==> src/rtl/ppf_pkg.sv <==
package ppf_pkg;

  typedef enum logic [2:0] {
    MD_COMPAT = 3'd0,
    MD_BIDIR  = 3'd1,
    MD_PPFIFO = 3'd2,
    MD_ECP    = 3'd3,
    MD_EPP    = 3'd4,
    MD_RSVD   = 3'd5,
    MD_TEST   = 3'd6,
    MD_CFG    = 3'd7
  } mode_e;

  typedef enum logic [2:0] {
    RS_NONE, RS_LATCH, RS_CTRL, RS_FIFO, RS_CFGA, RS_CFGB, RS_ECR
  } rsel_e;

  // Service condition: forward wants free slots, reverse wants stored bytes.
  function automatic logic svc_hit(input int cnt, input int depth,
                                   input int thr, input logic rev);
    if (rev) return cnt >= thr;
    return (depth - cnt) >= thr;
  endfunction

  // Mode codes whose selection empties the queue.
  function automatic logic is_flush_mode(input mode_e m);
    return (m == MD_COMPAT) || (m == MD_BIDIR);
  endfunction

  function automatic logic is_queue_mode(input mode_e m);
    return (m == MD_PPFIFO) || (m == MD_ECP);
  endfunction

endpackage

==> src/rtl/ppf_fifo.sv <==
module ppf_fifo #(
  parameter int DEPTH = 16,
  parameter int W     = 9,
  parameter int CW    = $clog2(DEPTH + 1)
) (
  input  logic          clk,
  input  logic          rst_n,
  input  logic          flush,
  input  logic          push,
  input  logic [W-1:0]  wdata,
  input  logic          pop,
  output logic [W-1:0]  head,
  output logic [CW-1:0] count,
  output logic          empty,
  output logic          full
);
  localparam int PW = $clog2(DEPTH);

  logic [W-1:0]  mem [DEPTH];
  logic [PW-1:0] wr_ptr, rd_ptr;
  logic          push_ok, pop_ok;

  assign empty   = (count == '0);
  assign full    = (count == CW'(DEPTH));
  assign push_ok = push && !full;
  assign pop_ok  = pop && !empty;
  assign head    = mem[rd_ptr];

  always_ff @(posedge clk) begin
    if (push_ok && !flush) mem[wr_ptr] <= wdata;
  end

  always_ff @(posedge clk or negedge rst_n) begin
    if (!rst_n) begin
      wr_ptr <= '0;
      rd_ptr <= '0;
      count  <= '0;
    end else if (flush) begin
      wr_ptr <= '0;
      rd_ptr <= '0;
      count  <= '0;
    end else begin
      if (push_ok) wr_ptr <= wr_ptr + 1'b1;
      if (pop_ok)  rd_ptr <= rd_ptr + 1'b1;
      case ({push_ok, pop_ok})
        2'b10:   count <= count + 1'b1;
        2'b01:   count <= count - 1'b1;
        default: count <= count;
      endcase
    end
  end
endmodule

==> src/rtl/ppf_regdec.sv <==
module ppf_regdec
  import ppf_pkg::*;
(
  input  logic        sel,
  input  logic        wr,
  input  logic [10:0] addr,
  input  mode_e       mode,
  input  logic        rev,
  output logic        wr_latch,
  output logic        wr_ctrl,
  output logic        wr_ecr,
  output logic        wr_cfgb,
  output logic        push_data,
  output logic        push_cmd,
  output logic        pop_req,
  output logic        epp_a,
  output logic        epp_d,
  output rsel_e       rsel
);
  logic       lo, hi;
  logic [2:0] off;
  logic       host_fill, host_drain;

  assign off = addr[2:0];
  assign lo  = sel && (addr[10:3] == 8'd0);
  assign hi  = sel && addr[10] && (addr[9:2] == 8'd0) && (addr[1:0] != 2'd3);

  assign host_fill  = (is_queue_mode(mode) && !rev) || (mode == MD_TEST);
  assign host_drain = ((mode == MD_ECP) && rev) || (mode == MD_TEST);

  assign wr_latch  = wr && lo && (off == 3'd0) && is_flush_mode(mode);
  assign wr_ctrl   = wr && lo && (off == 3'd2);
  assign push_cmd  = wr && lo && (off == 3'd0) && (mode == MD_ECP) && !rev;
  assign wr_ecr    = wr && hi && (off == 3'd2);
  assign wr_cfgb   = wr && hi && (off == 3'd1) && (mode == MD_CFG);
  assign push_data = wr && hi && (off == 3'd0) && host_fill;
  assign pop_req   = !wr && hi && (off == 3'd0) && host_drain;
  assign epp_a     = lo && (off == 3'd3) && (mode == MD_EPP);
  assign epp_d     = lo && off[2] && (mode == MD_EPP);

  always_comb begin
    rsel = RS_NONE;
    if (lo) begin
      if (off == 3'd0)      rsel = RS_LATCH;
      else if (off == 3'd2) rsel = RS_CTRL;
    end else if (hi) begin
      case (addr[1:0])
        2'd0: begin
          if (host_drain)          rsel = RS_FIFO;
          else if (mode == MD_CFG) rsel = RS_CFGA;
        end
        2'd1: if (mode == MD_CFG) rsel = RS_CFGB;
        2'd2: rsel = RS_ECR;
        default: rsel = RS_NONE;
      endcase
    end
  end
endmodule

==> src/rtl/ppf_svc.sv <==
module ppf_svc
  import ppf_pkg::*;
#(
  parameter int DEPTH  = 16,
  parameter int THRESH = 8,
  parameter int CW     = $clog2(DEPTH + 1)
) (
  input  logic          clk,
  input  logic          rst_n,
  input  mode_e         mode,
  input  logic          rev,
  input  logic [CW-1:0] count,
  input  logic          empty,
  input  logic          full,
  input  logic          sie,
  input  logic          dma_en,
  input  logic          ack_n,
  output logic          irq_n,
  output logic          dma_req,
  output logic          svc_rise
);
  logic active, svc_now, svc_q, pulse_q, dma_q, dma_next, stop;

  assign active   = is_queue_mode(mode);
  assign svc_now  = active && svc_hit(int'(count), DEPTH, THRESH, rev);
  assign svc_rise = svc_now && !svc_q;
  assign stop     = rev ? empty : full;

  always_comb begin
    dma_next = dma_q;
    if (!(active && dma_en)) dma_next = 1'b0;
    else if (stop)           dma_next = 1'b0;
    else if (svc_now)        dma_next = 1'b1;
  end

  always_ff @(posedge clk or negedge rst_n) begin
    if (!rst_n) begin
      svc_q   <= 1'b0;
      pulse_q <= 1'b0;
      dma_q   <= 1'b0;
    end else begin
      svc_q   <= svc_now;
      pulse_q <= svc_rise && sie && !dma_en;
      dma_q   <= dma_next;
    end
  end

  assign dma_req = dma_q;

  always_comb begin
    if (is_flush_mode(mode)) irq_n = ack_n;
    else if (active)         irq_n = !pulse_q;
    else                     irq_n = 1'b1;
  end
endmodule

==> src/rtl/ppfifo_ctrl.sv <==
module ppfifo_ctrl
  import ppf_pkg::*;
#(
  parameter int          DEPTH    = 16,
  parameter int          THRESH   = 8,
  parameter logic [7:0]  CFGA_VAL = 8'h10
) (
  input  logic        clk,
  input  logic        rst_n,
  input  logic        hb_sel,
  input  logic        hb_wr,
  input  logic [10:0] hb_addr,
  input  logic [7:0]  hb_wdata,
  output logic [7:0]  hb_rdata,
  output logic [7:0]  pd_out,
  output logic        epp_addr_stb,
  output logic        epp_data_stb,
  output logic        tx_valid,
  output logic [7:0]  tx_data,
  output logic        tx_cmd,
  input  logic        tx_ready,
  input  logic        rx_valid,
  input  logic [7:0]  rx_data,
  output logic        rx_ready,
  input  logic        ack_n_in,
  output logic        irq_n,
  output logic        dma_req
);
  localparam int CW = $clog2(DEPTH + 1);
  localparam int EW = 9;

  mode_e          mode_q;
  logic [4:2]     ecr_opt_q;
  logic [7:0]     ctrl_q, cfgb_q, pd_q;
  logic           rev, sie, dma_en;
  logic           wr_latch, wr_ctrl, wr_ecr, wr_cfgb;
  logic           push_data, push_cmd, pop_req;
  rsel_e          rsel;
  logic           flush, rx_push, draw, hold_take, hold_load;
  logic           fifo_push, fifo_pop, fifo_empty, fifo_full;
  logic [EW-1:0]  fifo_wdata, fifo_head, hold_q;
  logic           hold_v;
  logic [CW-1:0]  count;
  logic           svc_evt;

  assign rev    = ctrl_q[5];
  assign sie    = ecr_opt_q[2];
  assign dma_en = ecr_opt_q[3];

  ppf_regdec u_dec (
    .sel(hb_sel), .wr(hb_wr), .addr(hb_addr), .mode(mode_q), .rev(rev),
    .wr_latch(wr_latch), .wr_ctrl(wr_ctrl), .wr_ecr(wr_ecr), .wr_cfgb(wr_cfgb),
    .push_data(push_data), .push_cmd(push_cmd), .pop_req(pop_req),
    .epp_a(epp_addr_stb), .epp_d(epp_data_stb), .rsel(rsel)
  );

  assign flush      = wr_ecr && is_flush_mode(mode_e'(hb_wdata[7:5]));
  assign rx_push    = rx_valid && (mode_q == MD_ECP) && rev;
  assign draw       = is_queue_mode(mode_q) && !rev;
  assign hold_take  = hold_v && tx_ready;
  assign hold_load  = draw && !fifo_empty && (!hold_v || hold_take);
  assign fifo_push  = push_data || push_cmd || rx_push;
  assign fifo_pop   = pop_req || hold_load;
  assign fifo_wdata = rx_push ? {1'b0, rx_data} : {push_cmd, hb_wdata};

  ppf_fifo #(.DEPTH(DEPTH), .W(EW), .CW(CW)) u_fifo (
    .clk(clk), .rst_n(rst_n), .flush(flush), .push(fifo_push),
    .wdata(fifo_wdata), .pop(fifo_pop), .head(fifo_head), .count(count),
    .empty(fifo_empty), .full(fifo_full)
  );

  ppf_svc #(.DEPTH(DEPTH), .THRESH(THRESH), .CW(CW)) u_svc (
    .clk(clk), .rst_n(rst_n), .mode(mode_q), .rev(rev), .count(count),
    .empty(fifo_empty), .full(fifo_full), .sie(sie), .dma_en(dma_en),
    .ack_n(ack_n_in), .irq_n(irq_n), .dma_req(dma_req), .svc_rise(svc_evt)
  );

  always_ff @(posedge clk or negedge rst_n) begin
    if (!rst_n) begin
      mode_q    <= MD_COMPAT;
      ecr_opt_q <= '0;
      ctrl_q    <= '0;
      cfgb_q    <= '0;
      pd_q      <= '0;
    end else begin
      if (wr_ecr) begin
        mode_q    <= mode_e'(hb_wdata[7:5]);
        ecr_opt_q <= hb_wdata[4:2];
      end
      if (wr_ctrl)  ctrl_q <= hb_wdata;
      if (wr_cfgb)  cfgb_q <= hb_wdata;
      if (wr_latch) pd_q   <= hb_wdata;
    end
  end

  always_ff @(posedge clk or negedge rst_n) begin
    if (!rst_n) begin
      hold_v <= 1'b0;
      hold_q <= '0;
    end else if (flush) begin
      hold_v <= 1'b0;
    end else if (hold_load) begin
      hold_v <= 1'b1;
      hold_q <= fifo_head;
    end else if (hold_take) begin
      hold_v <= 1'b0;
    end
  end

  assign tx_valid = hold_v;
  assign tx_data  = hold_q[7:0];
  assign tx_cmd   = hold_q[8];
  assign rx_ready = (mode_q == MD_ECP) && rev && !fifo_full;
  assign pd_out   = pd_q;

  always_comb begin
    case (rsel)
      RS_LATCH: hb_rdata = pd_q;
      RS_CTRL:  hb_rdata = ctrl_q;
      RS_FIFO:  hb_rdata = fifo_empty ? 8'h00 : fifo_head[7:0];
      RS_CFGA:  hb_rdata = CFGA_VAL;
      RS_CFGB:  hb_rdata = cfgb_q;
      RS_ECR:   hb_rdata = {mode_q, ecr_opt_q, fifo_full, fifo_empty};
      default:  hb_rdata = 8'h00;
    endcase
  end
endmodule

==> config.mk <==
export PLATFORM = sky130hd
export DESIGN_NAME = ppfifo_ctrl
export DESIGN_NICKNAME = d
export VERILOG_FILES = /design/src/rtl/ppf_pkg.sv /design/src/rtl/ppf_fifo.sv /design/src/rtl/ppf_regdec.sv /design/src/rtl/ppf_svc.sv /design/src/rtl/ppfifo_ctrl.sv
export SDC_FILE = /design/constraint.sdc
export NUM_CORES = 1
export LEC_CHECK = 0
export BUFFER_PORTS_ARGS = -buffer_cell sky130_fd_sc_hd__buf_4
export CAP_MARGIN = 15
export CORE_MARGIN = 2
export CORE_UTILIZATION = 60
export CTS_CLUSTER_SIZE = 25
export DETAILED_ROUTE_END_ITERATION = 8
export PLACE_DENSITY = 0.8
export SYNTH_ARGS = -nofsm -noshare
export SYNTH_HDL_FRONTEND = slang
export SYNTH_SLANG_ARGS = --single-unit
==> constraint.sdc <==
create_clock -name clk -period 9.95 [get_ports clk]
set_clock_uncertainty 0.2 [all_clocks]
set_input_delay 1.99 -clock clk [delete_from_list [all_inputs] [get_ports clk]]
set_output_delay 1.99 -clock clk [all_outputs]
set_load 0.02 [all_outputs]
Word level (Yosys, flattened, before mapping)
Memory sizes are Yosys's and may differ from the RTL's.
Cells that the tools add are included.
{"block": "word_totals", "ff_bits": 56, "ram_bits": 144, "output_inout_bits": 31, "mem_count": 1}
{"name": "u_fifo.mem", "depth": 16, "width": 9, "read_ports": 1, "rd_ports_with_merged_regs": 0, "write_ports": 1, "line": "ppf_fifo.sv:19", "text": "logic [W-1:0] mem [DEPTH];"}
{"block": "classes", "n_addsub": 5, "magnitude_cmp": 2, "n_eq_ne": 23, "n_mux": 31, "bitwise_logic": 1, "n_reduce_logical": 70}
{"cell": "$pmux 8 s6", "n": 1}
{"cell": "$logic_and 1x1->1", "n": 40}
{"cell": "$ge 32x5->1 const B", "n": 1}
{"cell": "$eq 3x2->1 const B", "n": 6}
{"cell": "$eq 3x3->1 const B", "n": 6}
{"cell": "$mux 3", "n": 6}
{"cell": "$logic_not 8->1", "n": 2}
{"cell": "$mux 4", "n": 4}
{"cell": "$mux 1", "n": 14}
{"cell": "$eq 3x1->1 const B", "n": 4}
{"cell": "$pmux 5 s2", "n": 1}
{"cell": "$logic_not 1->1", "n": 9}
{"cell": "$logic_not 3->1", "n": 3}
{"cell": "$logic_or 1x1->1", "n": 9}
{"cell": "$mux 9", "n": 1}
{"cell": "$pmux 3 s3", "n": 1}
{"cell": "$add 4x1->4 const B", "n": 2}
{"cell": "$mux 8", "n": 1}
{"cell": "$reduce_bool 3->1", "n": 2}
{"cell": "$sub 5x5->6 const A", "n": 1}
{"cell": "$add 5x1->5 const B", "n": 1}
{"cell": "$eq 5x5->1 const B", "n": 1}
{"cell": "$ge 5x4->1 const B", "n": 1}
{"cell": "$logic_not 5->1", "n": 1}
{"cell": "11 further kinds", "n": 14}

Longest topological paths before layout
Gate-level depths: netlist of run 1.
{"block": "depth", "depth_word": 12, "mapped_depth": 13, "mapped_depth_nobuf": 12}

Modules after synthesis
A second synthesis of run 1 with hierarchy kept.
{"block": "unflattened", "cells_unflattened": 536, "hier_area_um2": 9016.1}
{"module": "ppf_fifo", "n_inst": 1, "cells_per_inst": 321, "area_per_inst_um2": 6515.0, "seq_area_each_um2": 4649.5}
{"module": "ppfifo_ctrl", "n_inst": 1, "cells_per_inst": 146, "area_per_inst_um2": 1980.6, "seq_area_each_um2": 1001.0}
{"module": "ppf_regdec", "n_inst": 1, "cells_per_inst": 50, "area_per_inst_um2": 326.6, "seq_area_each_um2": 0.0}
{"module": "ppf_svc", "n_inst": 1, "cells_per_inst": 19, "area_per_inst_um2": 193.9, "seq_area_each_um2": 75.1}

Worst setup path after synthesis of run 1
Ideal clock, no wire load.
{"block": "synth_path", "path_kind": "input to output", "start": "input port hb_addr[4]", "end": "output port epp_addr_stb", "arrival_time_ns": 3.600, "required_ns": 7.760, "setup_slack_ns": 4.160, "path_stages": 5, "n_path_buf": 1, "path_cell_list": "nor4b_1 > nand2_1 > buf_2 > or4_1 > nor3_1"}
{"block": "synth_via", "elab_chain_len": 4}
{"item": "start: declaration", "line": "ppfifo_ctrl.sv:12", "text": "input logic [10:0] hb_addr,"}
{"item": "$logic_not 8->1", "line": "ppf_regdec.sv:25", "text": "assign lo = sel && (addr[10:3] == 8'd0);"}
{"item": "$logic_and 1x1->1", "line": "ppf_regdec.sv:25"}
{"item": "$logic_and 1x1->1 (2 in a row)", "line": "ppf_regdec.sv:38", "text": "assign epp_a = lo && (off == 3'd3) && (mode == MD_EPP);"}
{"item": "end: declaration", "line": "ppfifo_ctrl.sv:16", "text": "output logic epp_addr_stb,"}
Every way passes these cells.

Worst setup path in the final report of run 1
{"block": "layout_path", "start": "input port hb_addr[4]", "end": "output port hb_rdata[4]"}
{"block": "layout_via", "elab_chain_len": 7, "word_cells_on_any_way": 14}
{"item": "$logic_not 8->1", "line": "ppf_regdec.sv:26", "text": "assign hi = sel && addr[10] && (addr[9:2] == 8'd0) && (addr[1:0] != 2'd3);"}
{"item": "$logic_and 1x1->1 (2 in a row)", "line": "ppf_regdec.sv:26"}
{"item": "$mux 3", "line": "ppf_regdec.sv:46", "text": "end else if (hi) begin"}
{"item": "$mux 3 *", "line": "ppf_regdec.sv:43", "text": "if (lo) begin"}
{"item": "$eq 3x3->1, or another cell as far along", "line": "ppfifo_ctrl.sv:117", "text": "case (rsel)"}
{"item": "$pmux 8 s6 *", "line": "ppfifo_ctrl.sv:117"}
{"item": "end: declaration", "line": "ppfifo_ctrl.sv:14", "text": "output logic [7:0] hb_rdata,"}
Mark *: on every way between the ends. The rest lies on a longest branch, timed or not.

==> results.md, run 1 <==
* Status: completed
* Clk slew on worst S/H paths at around 0.070 ns
* Total Wirelength at 18.2 mm
* Worst setup SP type: input pin
* Placed Instances at around 740
* Global Route met3 Usage at 0.0430
* Hold_buf cts at 0
* Fraction of registers with async set/reset at 0.280
* TritonCTS clock tree: done
* Sw Share at 0.210
* RSZ-0062 raised after global routing: no
* Psw at between 300 and 400 µW
* Final Setup Violations at 0
* Avg Inst Size Synth at about 17 µm²
* Area of the die at ~15000 µm²
* Crit path arrival time at 4.22 ns
* DRT Pass-1 Iters at 5
* Most used routing layer: met2
* Max Fclk at between 150 and 200 MHz
* CP Max Fanout at 12
* Post-DRT Antenna Nets at 0
* Post-CTS Setup Inserts at 0
* Vias in the first global route at ~5200
* Period utilisation layout at 0.644
* Final #Nets at approximately 630
* Part of the power in registers at 0.535
* Syn nets at 559
* Fin cells at roughly 800
* Placeable Area at around 14000 µm²
* Die width at between 100 and 150 µm
* Ys flop type: edfxtp_1
* Peak supply drop at 0.112 mV
* Leak Pwr at ~0.0038 µW
* Total grt overflow at 0
* # Max-Cap Violations at 0
* M1 GR Usage at 0.333
* CTS max path bufs at 2
* Clk_lat worst skew at roughly 0.43 ns
* Relative slew slack at 0.303
* Row count at 43
* First-pass GRT wire length at ~29 mm
* Vias/cell at roughly 6.4
* Hold Path Stages at 1
* Post-synthesis sequential area ratio at 0.659
* Final TNS setup at 0 ns
* N_diodes at 0
* Root Driver: clkbuf_16
* Post-detail-place hpwl at ~12 mm
* Largest net degree at the start of global routing at 57
* CTS buffer count at 17
* Met2 Use GR at 0.414
* Final hold vios at 0
* Vias after detailed routing at ~5000
* R2r startpoint: u_fifo.count[1]
* Fin. max-slew vios at 0
* Int Pwr at 1330 µW
* Share of post-route cells with drive strength above 1 at 0.321
* Clock period minus worst slack at 6.41 ns
* # DRC at 0
* Post_cts resized at 0
* Iter 0 DRT Violations at approximately 600
* Routed wire per std cell at between 20 and 25 µm
* Gr usage total at 0.246
* Post-synth EDFFs at about 140
* Depth of the CTS H-tree at 4
* CP Class: in2out
* Worst hold start: cfgb_q[3]
* Worst r2r path cells at 13
* Reg-to-Reg End: u_fifo.count[4]
* Logic pwr share at 0.046
* Hold WC Path Type: reg2reg
* GPL Wtd Cong at ~0.9
* WHS Endpoint: cfgb_q[3]
* Mapped Area at around 8700 µm²
* Port Buf Inserts at 64
* Worst setup EP type: output pin
* R2r setup slk at 6.18 ns
* Area grow syn2layout at 14.8%
* Initial Utilization at 0.621
* Library cells used by synthesis at 54
* Worst Path Required at approximately 7.8 ns
* Num Clock Sinks at 200
* Pwr per Cell Area at about 170 nW/µm²
* #FFs+latches synth at 200
* IO Count at 65
* Antenna violations before repair at 0
* Mapped Cells at 517
* Die H at 124 µm
* Clock share of power at 0.419
* Yosys Warn Count at 0
* Worst slew pin tran at approximately 1.0 ns
[worst max-delay path, cell delays in order]
cell and delay [ns]:
buf_4 0.11, nor4b_1 0.40, nand2_1 0.38, or4_1 0.55, nor4_4 0.38, a222oi_1 0.16, nand2_1 0.11, buf_4 0.14
[state kept, by name, summed over array words and instances, names as in the netlist, 3 cells and up]
signal,cells
ctrl_q,8
u_fifo.rd_ptr,4
pd_out,8
hold_q,9
mode_q,3
cfgb_q,8
ecr_opt_q,3
u_fifo.wr_ptr,4
u_fifo.mem,144
u_fifo.count,5
[layout make-up]
type,instances,area (µm²)
sequential,200,5730
fill,853,4010
multi-input combinational,283,2820
timing repair buffer,76,571
clock buffer,19,433
tap,180,225
clock inverter,12,165
inverter,9,33.8
[Yosys cell counts (2+ instances only)]
cell / instances / area [µm²]
clkbuf_1: 11 / 41.3
mux4_2: 45 / 1010
and3_1: 3 / 18.8
buf_6: 4 / 45.0
nor2_1: 27 / 101
buf_2: 9 / 45.0
edfxtp_1: 144 / 4320
nand3_1: 10 / 50.1
and2_1: 9 / 56.3
or3_1: 3 / 18.8
nor3b_1: 3 / 22.5
dfrtp_1: 56 / 1400
o21ai_0: 5 / 25.0
mux2_1: 27 / 304
xnor2_1: 3 / 26.3
a211oi_1: 2 / 15.0
xor2_1: 4 / 35.0
nor4_1: 9 / 56.3
nor3_1: 13 / 65.1
o21a_1: 3 / 22.5
nor4b_1: 2 / 17.5
nand2_1: 22 / 82.6
nand3b_1: 2 / 15.0
nor2b_1: 5 / 31.3
or4_1: 4 / 30.0
ha_1: 8 / 100
a222oi_1: 8 / 80.1
inv_1: 8 / 30.0
and4_1: 3 / 26.3
nand4_1: 6 / 37.5
a21oi_1: 6 / 30.0
nand2b_1: 5 / 31.3
nor3_2: 2 / 20.0
mux2_2: 20 / 225
nor4_2: 3 / 37.5
o21ai_1: 3 / 15.0
mux2i_1: 3 / 30.0
[power groups by stage]
stage / Combinational (µW) / Clock, µW / Sequential [µW]
global placement: 72.7 / 0 / 917
detailed placement: 76.2 / 0 / 918
global route: 83.6 / 742 / 900
floorplan: 43.4 / 0 / 918
CTS: 77.2 / 711 / 900
finish: 76.8 / 705 / 900
[placed cells by master, fill, tap and decap left out, drive strengths merged, types with 4 or more instances in the layout]
| master | synthesis | routed |
|---|---|---|
| mux2 | 47 | 47 |
| ha | 8 | 8 |
| nand2 | 24 | 24 |
| and2 | 9 | 9 |
| clkbuf | 11 | 20 |
| nand4 | 6 | 6 |
| o21ai | 8 | 8 |
| nor2 | 28 | 28 |
| buf | 14 | 75 |
| nor4 | 13 | 13 |
| dfrtp | 56 | 56 |
| edfxtp | 144 | 144 |
| nor3 | 15 | 15 |
| xnor2 | 4 | 4 |
| inv | 9 | 14 |
| or4 | 5 | 5 |
| or3 | 4 | 4 |
| nand3 | 11 | 11 |
| mux4 | 45 | 45 |
| a21oi | 6 | 6 |
| a222oi | 8 | 8 |
| nor2b | 5 | 5 |
| nand2b | 5 | 5 |
| xor2 | 4 | 4 |
[stage by stage]
step / total power (µW) / hold WS [ns] / setup WS, ns / util / cell area [µm²]
6_report: 1680 / 0.292 / 3.54 / 0.713 / 9980
2_1_floorplan: 961 / 0.258 / 4.16 / - / 8690
3_3_place_gp: 990 / 0.271 / 3.67 / 0.668 / 9350
5_1_grt: 1720 / 0.318 / 3.31 / 0.713 / 9980
3_5_place_dp: 994 / 0.275 / 3.56 / 0.668 / 9350
4_1_cts: 1690 / 0.293 / 3.56 / 0.711 / 9950
[per-layer routing]
layer  wire length [µm]  share of wire
met5                  0              0
met4                216          0.012
met3                962          0.053
met2               9470           0.52
met1               7530           0.41
[worst max-delay path by stage]
stage / startpoint / endpoint / slack, ns / cells after the start
2_1_floorplan: hb_addr[4] / epp_addr_stb / 4.16 / 5
3_3_place_gp: hb_addr[4] / hb_rdata[4] / 3.67 / 8
3_5_place_dp: hb_addr[4] / hb_rdata[4] / 3.56 / 8
4_1_cts: hb_addr[4] / hb_rdata[4] / 3.56 / 8
5_1_grt: hb_addr[4] / hb_rdata[4] / 3.31 / 8
6_report: hb_addr[4] / hb_rdata[4] / 3.54 / 8
[cells by family after synthesis]
kind of cell,Yosys count,synth area share
flops,200,0.659
fa+ha+maj,8,0.0115
simple gates,141,0.0940
mux,95,0.181
compound gates,31,0.0258
xor+xnor,8,0.00893
buf+inv,34,0.0199
(Power assumes the default switching activity.)
==> inputs of run 2 (changes only) <==
--- a/config.mk
+++ b/config.mk
@@ -8,10 +8,10 @@
 export BUFFER_PORTS_ARGS = -buffer_cell sky130_fd_sc_hd__buf_4
 export CAP_MARGIN = 15
 export CORE_MARGIN = 2
-export CORE_UTILIZATION = 60
+export CORE_UTILIZATION = 54
 export CTS_CLUSTER_SIZE = 25
 export DETAILED_ROUTE_END_ITERATION = 8
-export PLACE_DENSITY = 0.8
+export PLACE_DENSITY = 0.76
 export SYNTH_ARGS = -nofsm -noshare
 export SYNTH_HDL_FRONTEND = slang
 export SYNTH_SLANG_ARGS = --single-unit
==> constraint.sdc (replaced) <==
create_clock -name clk -period 5.73 [get_ports clk]
set_clock_uncertainty 0.2 [all_clocks]
set_input_delay 1.146 -clock clk [delete_from_list [all_inputs] [get_ports clk]]
set_output_delay 1.146 -clock clk [all_outputs]
set_load 0.02 [all_outputs]
==> results.md, run 2 (synthesized netlist as in run 1, its figures left out) <==
* Status: completed (unchanged)
* CTS max path bufs at 2 (unchanged)
* Leak Pwr at 0.00377 µW (was 0.00378 µW)
* Worst r2r path cells at 13 (unchanged)
* Vias/cell at 5.97 (was 6.38)
* Hold WC Path Type: reg2reg (unchanged)
* TritonCTS clock tree: done (unchanged)
* Die H at 131 µm (was 124 µm)
* CP Class: in2out (unchanged)
* RSZ-0062 raised after global routing: no (unchanged)
* Pwr per Cell Area at 284 nW/µm² (was 169 nW/µm²)
* IO Count at 65 (unchanged)
* Largest register FFs at 144 (unchanged)
* Commonest non-fill, non-tap cell in the layout: edfxtp_1 (unchanged)
* CTS buffer count at 17 (unchanged)
* Clock share of power at 0.402 (was 0.419)
* Max Fclk at roughly 210 MHz
* Depth of the CTS H-tree at 4 (unchanged)
* Iter 0 DRT Violations at 350 (was 602)
* Worst Path Required at 4.38 ns (was 7.76 ns)
* Part of the power in registers at 0.554 (was 0.535)
* Total Wirelength at 17.5 mm (was 18.2 mm)
* Peak supply drop at 0.235 mV (was 0.112 mV)
* Placeable Area at 15800 µm² (was 14000 µm²)
* Port Buf Inserts at 64 (unchanged)
* Crit path arrival time at 3.41 ns (was 4.22 ns)
* Design area at 9990 µm² (was 9980 µm²)
* Slowest CP cell: or4_1 (unchanged)
* # Max-Cap Violations at 0 (unchanged)
* Int Pwr at 2230 µW (was 1330 µW)
* Top reg by flops: u_fifo.mem (unchanged)
* Post_cts resized at 0 (unchanged)
* Fin. max-slew vios at 0 (unchanged)
* Root Driver: clkbuf_16 (unchanged)
* Worst setup EP type: output pin (unchanged)
* Psw at 609 µW (was 353 µW)
* Relative slew slack at 0.239 (was 0.303)
* Final #Nets at 630 (was 629)
* Final TNS setup at 0 ns (unchanged)
* Post-Place Worst Slack at 1.00 ns (was 3.56 ns)
* DP Area at 9400 µm² (was 9350 µm²)
* Logic pwr share at 0.044 (was 0.046)
* DRT Pass-1 Iters at 5 (unchanged)
* Gr usage total at 0.216 (was 0.246)
* Largest net degree at the start of global routing at 57 (unchanged)
* Sw Share at 0.215 (was 0.210)
* Clock period minus worst slack at ~4.8 ns
* Hold Path Stages at 1 (unchanged)
* Total power at 2830 µW (was 1680 µW)
* Final hold vios at 0 (unchanged)
* First-pass GRT wire length at 27.1 mm (was 29.1 mm)
* Total grt overflow at 0 (unchanged)
* Worst path bufs/invs at 2 (unchanged)
* Commonest non-fill, non-tap cells in the layout: 144 x edfxtp_1, 74 x buf_4, 55 x dfrtp_1, 45 x mux4_2 (was 144 x edfxtp_1, 75 x buf_4, 55 x dfrtp_1, 45 x mux4_2)
* Vias in the first global route at 4831 (was 5170)
* Post-detail-place hpwl at 12.6 mm (was 12.4 mm)
* Hold_buf cts at 0 (unchanged)
* Final Setup Violations at 0 (unchanged)
* GPL Wtd Cong at 0.879 (was 0.905)
* Row count at 46 (was 43)
* Max incr delay on CP at 0.56 ns (was 0.55 ns)
* Routed wire per std cell at 21.4 µm (was 23.3 µm)
* Initial Utilization at 0.549 (was 0.621)
* Period utilisation layout at 0.831
* Post-CTS Setup Inserts at 0 (unchanged)
* Vias after detailed routing at 4878 (was 4967)
* CP Cell Sequence: buf_4 -> nor4b_1 -> nand2_1 -> or4_1 -> nor4_4 -> a222oi_1 -> nand2_1 -> buf_4 (unchanged)
* CP Depth at 8 (unchanged)
* CP Max Fanout at 12 (unchanged)
* Area grow syn2layout at 15.0% (was 14.8%)
* N_diodes at 0 (unchanged)
* Top cell family by delay on the critical path: simple AND/OR/NAND/NOR gates (unchanged)
* Antenna violations before repair at 0 (unchanged)
* Clk slew on worst S/H paths at 0.07 ns (about the same)
* Top Registers: u_fifo.mem: 144 flops, hold_q: 9 flops (unchanged)
* Setup slack after layout at 0.971 ns (was 3.54 ns)
* # DRC at 0 (unchanged)
* Clk_lat worst skew at 0.43 ns (about the same)
* Area of the die at 17100 µm² (was 15500 µm²)
* Worst slew pin tran at 1.13 ns (was 1.04 ns)
* Num Clock Sinks at 200 (unchanged)
* Share of post-route cells with drive strength above 1 at 0.319 (was 0.321)
* Post-DRT Antenna Nets at 0 (unchanged)
* Die width at 131 µm (was 124 µm)
* Worst setup SP type: input pin (unchanged)
run 2: final timing paths:
path                                     to  slack (ns)       startpoint
max                             hb_rdata[4]        0.97       hb_addr[4]
min                               cfgb_q[3]        0.29        cfgb_q[3]
max reg2reg                 u_fifo.count[4]        1.98  u_fifo.count[1]
min reg2reg                       cfgb_q[3]        0.29        cfgb_q[3]
max in group asynchronous  u_fifo.rd_ptr[0]        4.24            rst_n
min in group asynchronous         ctrl_q[1]        0.56            rst_n
run 2: cell type report:
cell class	instances	area, µm²
multi-input cells	283	2820
inverters	9	33.8
flip-flops and latches	200	5730
clock buffers	18	429
fillers	1098	5840
clock inverters	14	138
well taps	216	270
repair buffers	77	578
run 2: power groups by stage:
stage	Sequential [µW]	Combinational (µW)	Clock, µW
2_1_floorplan	1590	75.4	0
4_1_cts	1570	126	1160
3_5_place_dp	1600	125	0
5_1_grt	1570	135	1220
6_report	1570	125	1140
3_3_place_gp	1600	119	0
run 2: stage by stage:
step,std cells,utilization,hold WS [ns]
floorplan,517,-,0.258
global placement,782,0.594,0.271
detailed placement,782,0.594,0.275
CTS,814,0.630,0.292
global route,817,0.631,0.313
finish,817,0.631,0.292
run 2: routing by layer:
metal	part of all wire	wire [µm]	track usage	up-vias
met5	0	0	0	-
met4	0.023	410	0.0820	0
met3	0.044	767	0.0395	26
met2	0.53	9230	0.380	182
met1	0.41	7110	0.270	2478
li1	-	-	-	2192
==> inputs of run 3 (changes only) <==
==> constraint.sdc (replaced) <==
create_clock -name clk -period 4.3 [get_ports clk]
set_clock_uncertainty 0.2 [all_clocks]
set_input_delay 0.86 -clock clk [delete_from_list [all_inputs] [get_ports clk]]
set_output_delay 0.86 -clock clk [all_outputs]
set_load 0.02 [all_outputs]
==> results.md, run 3 (synthesized netlist as in run 1, its figures left out) <==
* Top reg by flops: u_fifo.mem (unchanged)
* Gr usage total at 0.221 (was 0.216)
* Worst setup EP type: output pin (unchanged)
* Fin. max-slew vios at 0 (unchanged)
* Int Pwr at 2910 µW (was 2230 µW)
* Hold Slack at 0.281 ns (was 0.292 ns)
* Commonest non-fill, non-tap cell in the layout: edfxtp_1 (unchanged)
* Antenna violations before repair at 0 (unchanged)
* Top Registers: u_fifo.mem: 144 flops, hold_q: 9 flops (unchanged)
* GPL Wtd Cong at 0.876 (was 0.879)
* Hold WC Path Type: in2async (was reg2reg)
* Post-DRT Antenna Nets at 0 (unchanged)
* Leak Pwr at 0.00383 µW (was 0.00377 µW)
* Post-detail-place hpwl at 13.4 mm (was 12.6 mm)
* CTS max path bufs at 2 (unchanged)
* Root Driver: clkbuf_16 (unchanged)
* Vias in the first global route at 5018 (was 4831)
* Iter 0 DRT Violations at 508 (was 350)
* Total grt overflow at 0 (unchanged)
* Placeable Area at 15800 µm² (unchanged)
* Clk slew on worst S/H paths at 0.07 ns (about the same)
* Die width at 131 µm (unchanged)
* DRT Pass-1 Iters at 5 (unchanged)
* RSZ-0062 raised after global routing: no (unchanged)
* Clk_lat worst skew at 0.43 ns (about the same)
* Depth of the CTS H-tree at 4 (unchanged)
* Peak supply drop at 0.278 mV (was 0.235 mV)
* Final Setup Violations at 0 (unchanged)
* Clock period minus worst slack at approximately 4.0 ns
* Initial Utilization at 0.549 (unchanged)
* Num Clock Sinks at 200 (unchanged)
* Post-Place Worst Slack at 0.352 ns (was 1.00 ns)
* Final #Nets at 644 (was 630)
* Area grow syn2layout at 16.0% (was 15.0%)
* Setup slack after layout at 0.275 ns (was 0.971 ns)
* Row count at 46 (unchanged)
* Hold_buf cts at 0 (unchanged)
* N_diodes at 0 (unchanged)
* Vias after detailed routing at 4982 (was 4878)
* Worst Path Required at 3.24 ns (was 4.38 ns)
* Logic pwr share at 0.047 (was 0.044)
* TritonCTS clock tree: done (unchanged)
* CP Class: reg2out (was in2out)
* First-pass GRT wire length at 27.6 mm (was 27.1 mm)
* Die H at 131 µm (unchanged)
* Psw at 815 µW (was 609 µW)
* IO Count at 65 (unchanged)
* Status: completed (unchanged)
* # fillers at 1102 (was 1098)
* Largest register FFs at 144 (unchanged)
* Pwr per Cell Area at 369 nW/µm² (was 284 nW/µm²)
* Commonest non-fill, non-tap cells in the layout: 144 x edfxtp_1, 89 x buf_4, 55 x dfrtp_1, 45 x mux4_2 (was 144 x edfxtp_1, 74 x buf_4, 55 x dfrtp_1, 45 x mux4_2)
* Sw Share at 0.219 (was 0.215)
* Share of post-route cells with drive strength above 1 at 0.339 (was 0.319)
* Final TNS setup at 0 ns (unchanged)
* Crit path arrival time at 2.96 ns (was 3.41 ns)
* Port Buf Inserts at 64 (unchanged)
* Worst slew pin tran at 0.707 ns (was 1.13 ns)
* Clock share of power at 0.392 (was 0.402)
* Largest net degree at the start of global routing at 57 (unchanged)
* Period utilisation layout at 0.936
* Final hold vios at 0 (unchanged)
* Area of the die at 17100 µm² (unchanged)
* Max Fclk at around 250 MHz
* Relative slew slack at 0.529 (was 0.239)
* Post_cts resized at 0 (unchanged)
* Worst setup SP type: flip-flop (was input pin)
* Post-CTS Setup Inserts at 0 (unchanged)
* CP Max Fanout at 17 (was 12)
* # Max-Cap Violations at 0 (unchanged)
* # DRC at 0 (unchanged)
* Total Wirelength at 18.0 mm (was 17.5 mm)
* CTS buffer count at 17 (unchanged)
* Vias/cell at 6.00 (was 5.97)
* Part of the power in registers at 0.562 (was 0.554)
* Routed wire per std cell at 21.7 µm (was 21.4 µm)
-- run 3: cell count changes in the layout (fill, tap and decap cells not counted), moves of 2 or more --
cell,change
buf_4,+15
inv_8,-3
clkinv_1,-2
clkinv_2,+2
clkinv_8,+2
-- run 3: per-stage QoR --
stage,power [µW],instances,cell area [µm²],utilization
after global routing,3830,830,10100,0.637
after global placement,2300,796,9510,0.601
after detailed placement,2310,796,9510,0.601
final,3720,830,10100,0.637
after CTS,3750,827,10100,0.635
after floorplan,2220,517,8690,-
-- run 3: final timing paths --
check	startpoint	end	slack, ns	depth (start not counted)
worst max-delay path	u_fifo.rd_ptr[0]	hb_rdata[0]	0.28	6
worst min-delay path	rst_n	hold_q[6]	0.28	1
worst max register to register	u_fifo.count[1]	u_fifo.count[4]	0.67	12
worst min register to register	cfgb_q[5]	cfgb_q[5]	0.30	1
max in group asynchronous	rst_n	u_fifo.rd_ptr[0]	3.10	1
min in group clk	cfgb_q[5]	cfgb_q[5]	0.30	1
-- run 3: critical path, cell delays in order (launching register included) --
cell	delay [ns]
dfrtp_2	0.73
buf_4	0.35
mux4_2	0.55
mux4_2	0.54
nand2_1	0.10
nand3_1	0.08
buf_4	0.18
-- run 3: layer usage --
layer | track usage | vias up | wire [µm]
met5 | 0 | - | 0
met4 | 0.0939 | 0 | 426
met3 | 0.0354 | 30 | 806
met2 | 0.385 | 199 | 9370
met1 | 0.277 | 2541 | 7400
li1 | - | 2212 | -
-- run 3: area by class of cell --
type / instances / area, µm² / area share
Clock inverter: 14 / 123 / 0.0122
Inverter: 9 / 33.8 / 0.00335
Multi-Input combinational cell: 283 / 2820 / 0.279
Sequential cell: 200 / 5730 / 0.568
Timing Repair Buffer: 91 / 683 / 0.0678
Clock buffer: 17 / 425 / 0.0422
Tap cell: 216 / 270 / 0.0268
-- run 3: power groups by stage --
stage / clock network (µW) / registers, µW / logic [µW]
global route: 1550 / 2090 / 189
detailed placement: 0 / 2130 / 175
CTS: 1480 / 2090 / 176
global placement: 0 / 2130 / 168
finish: 1460 / 2090 / 174
floorplan: 0 / 2120 / 101
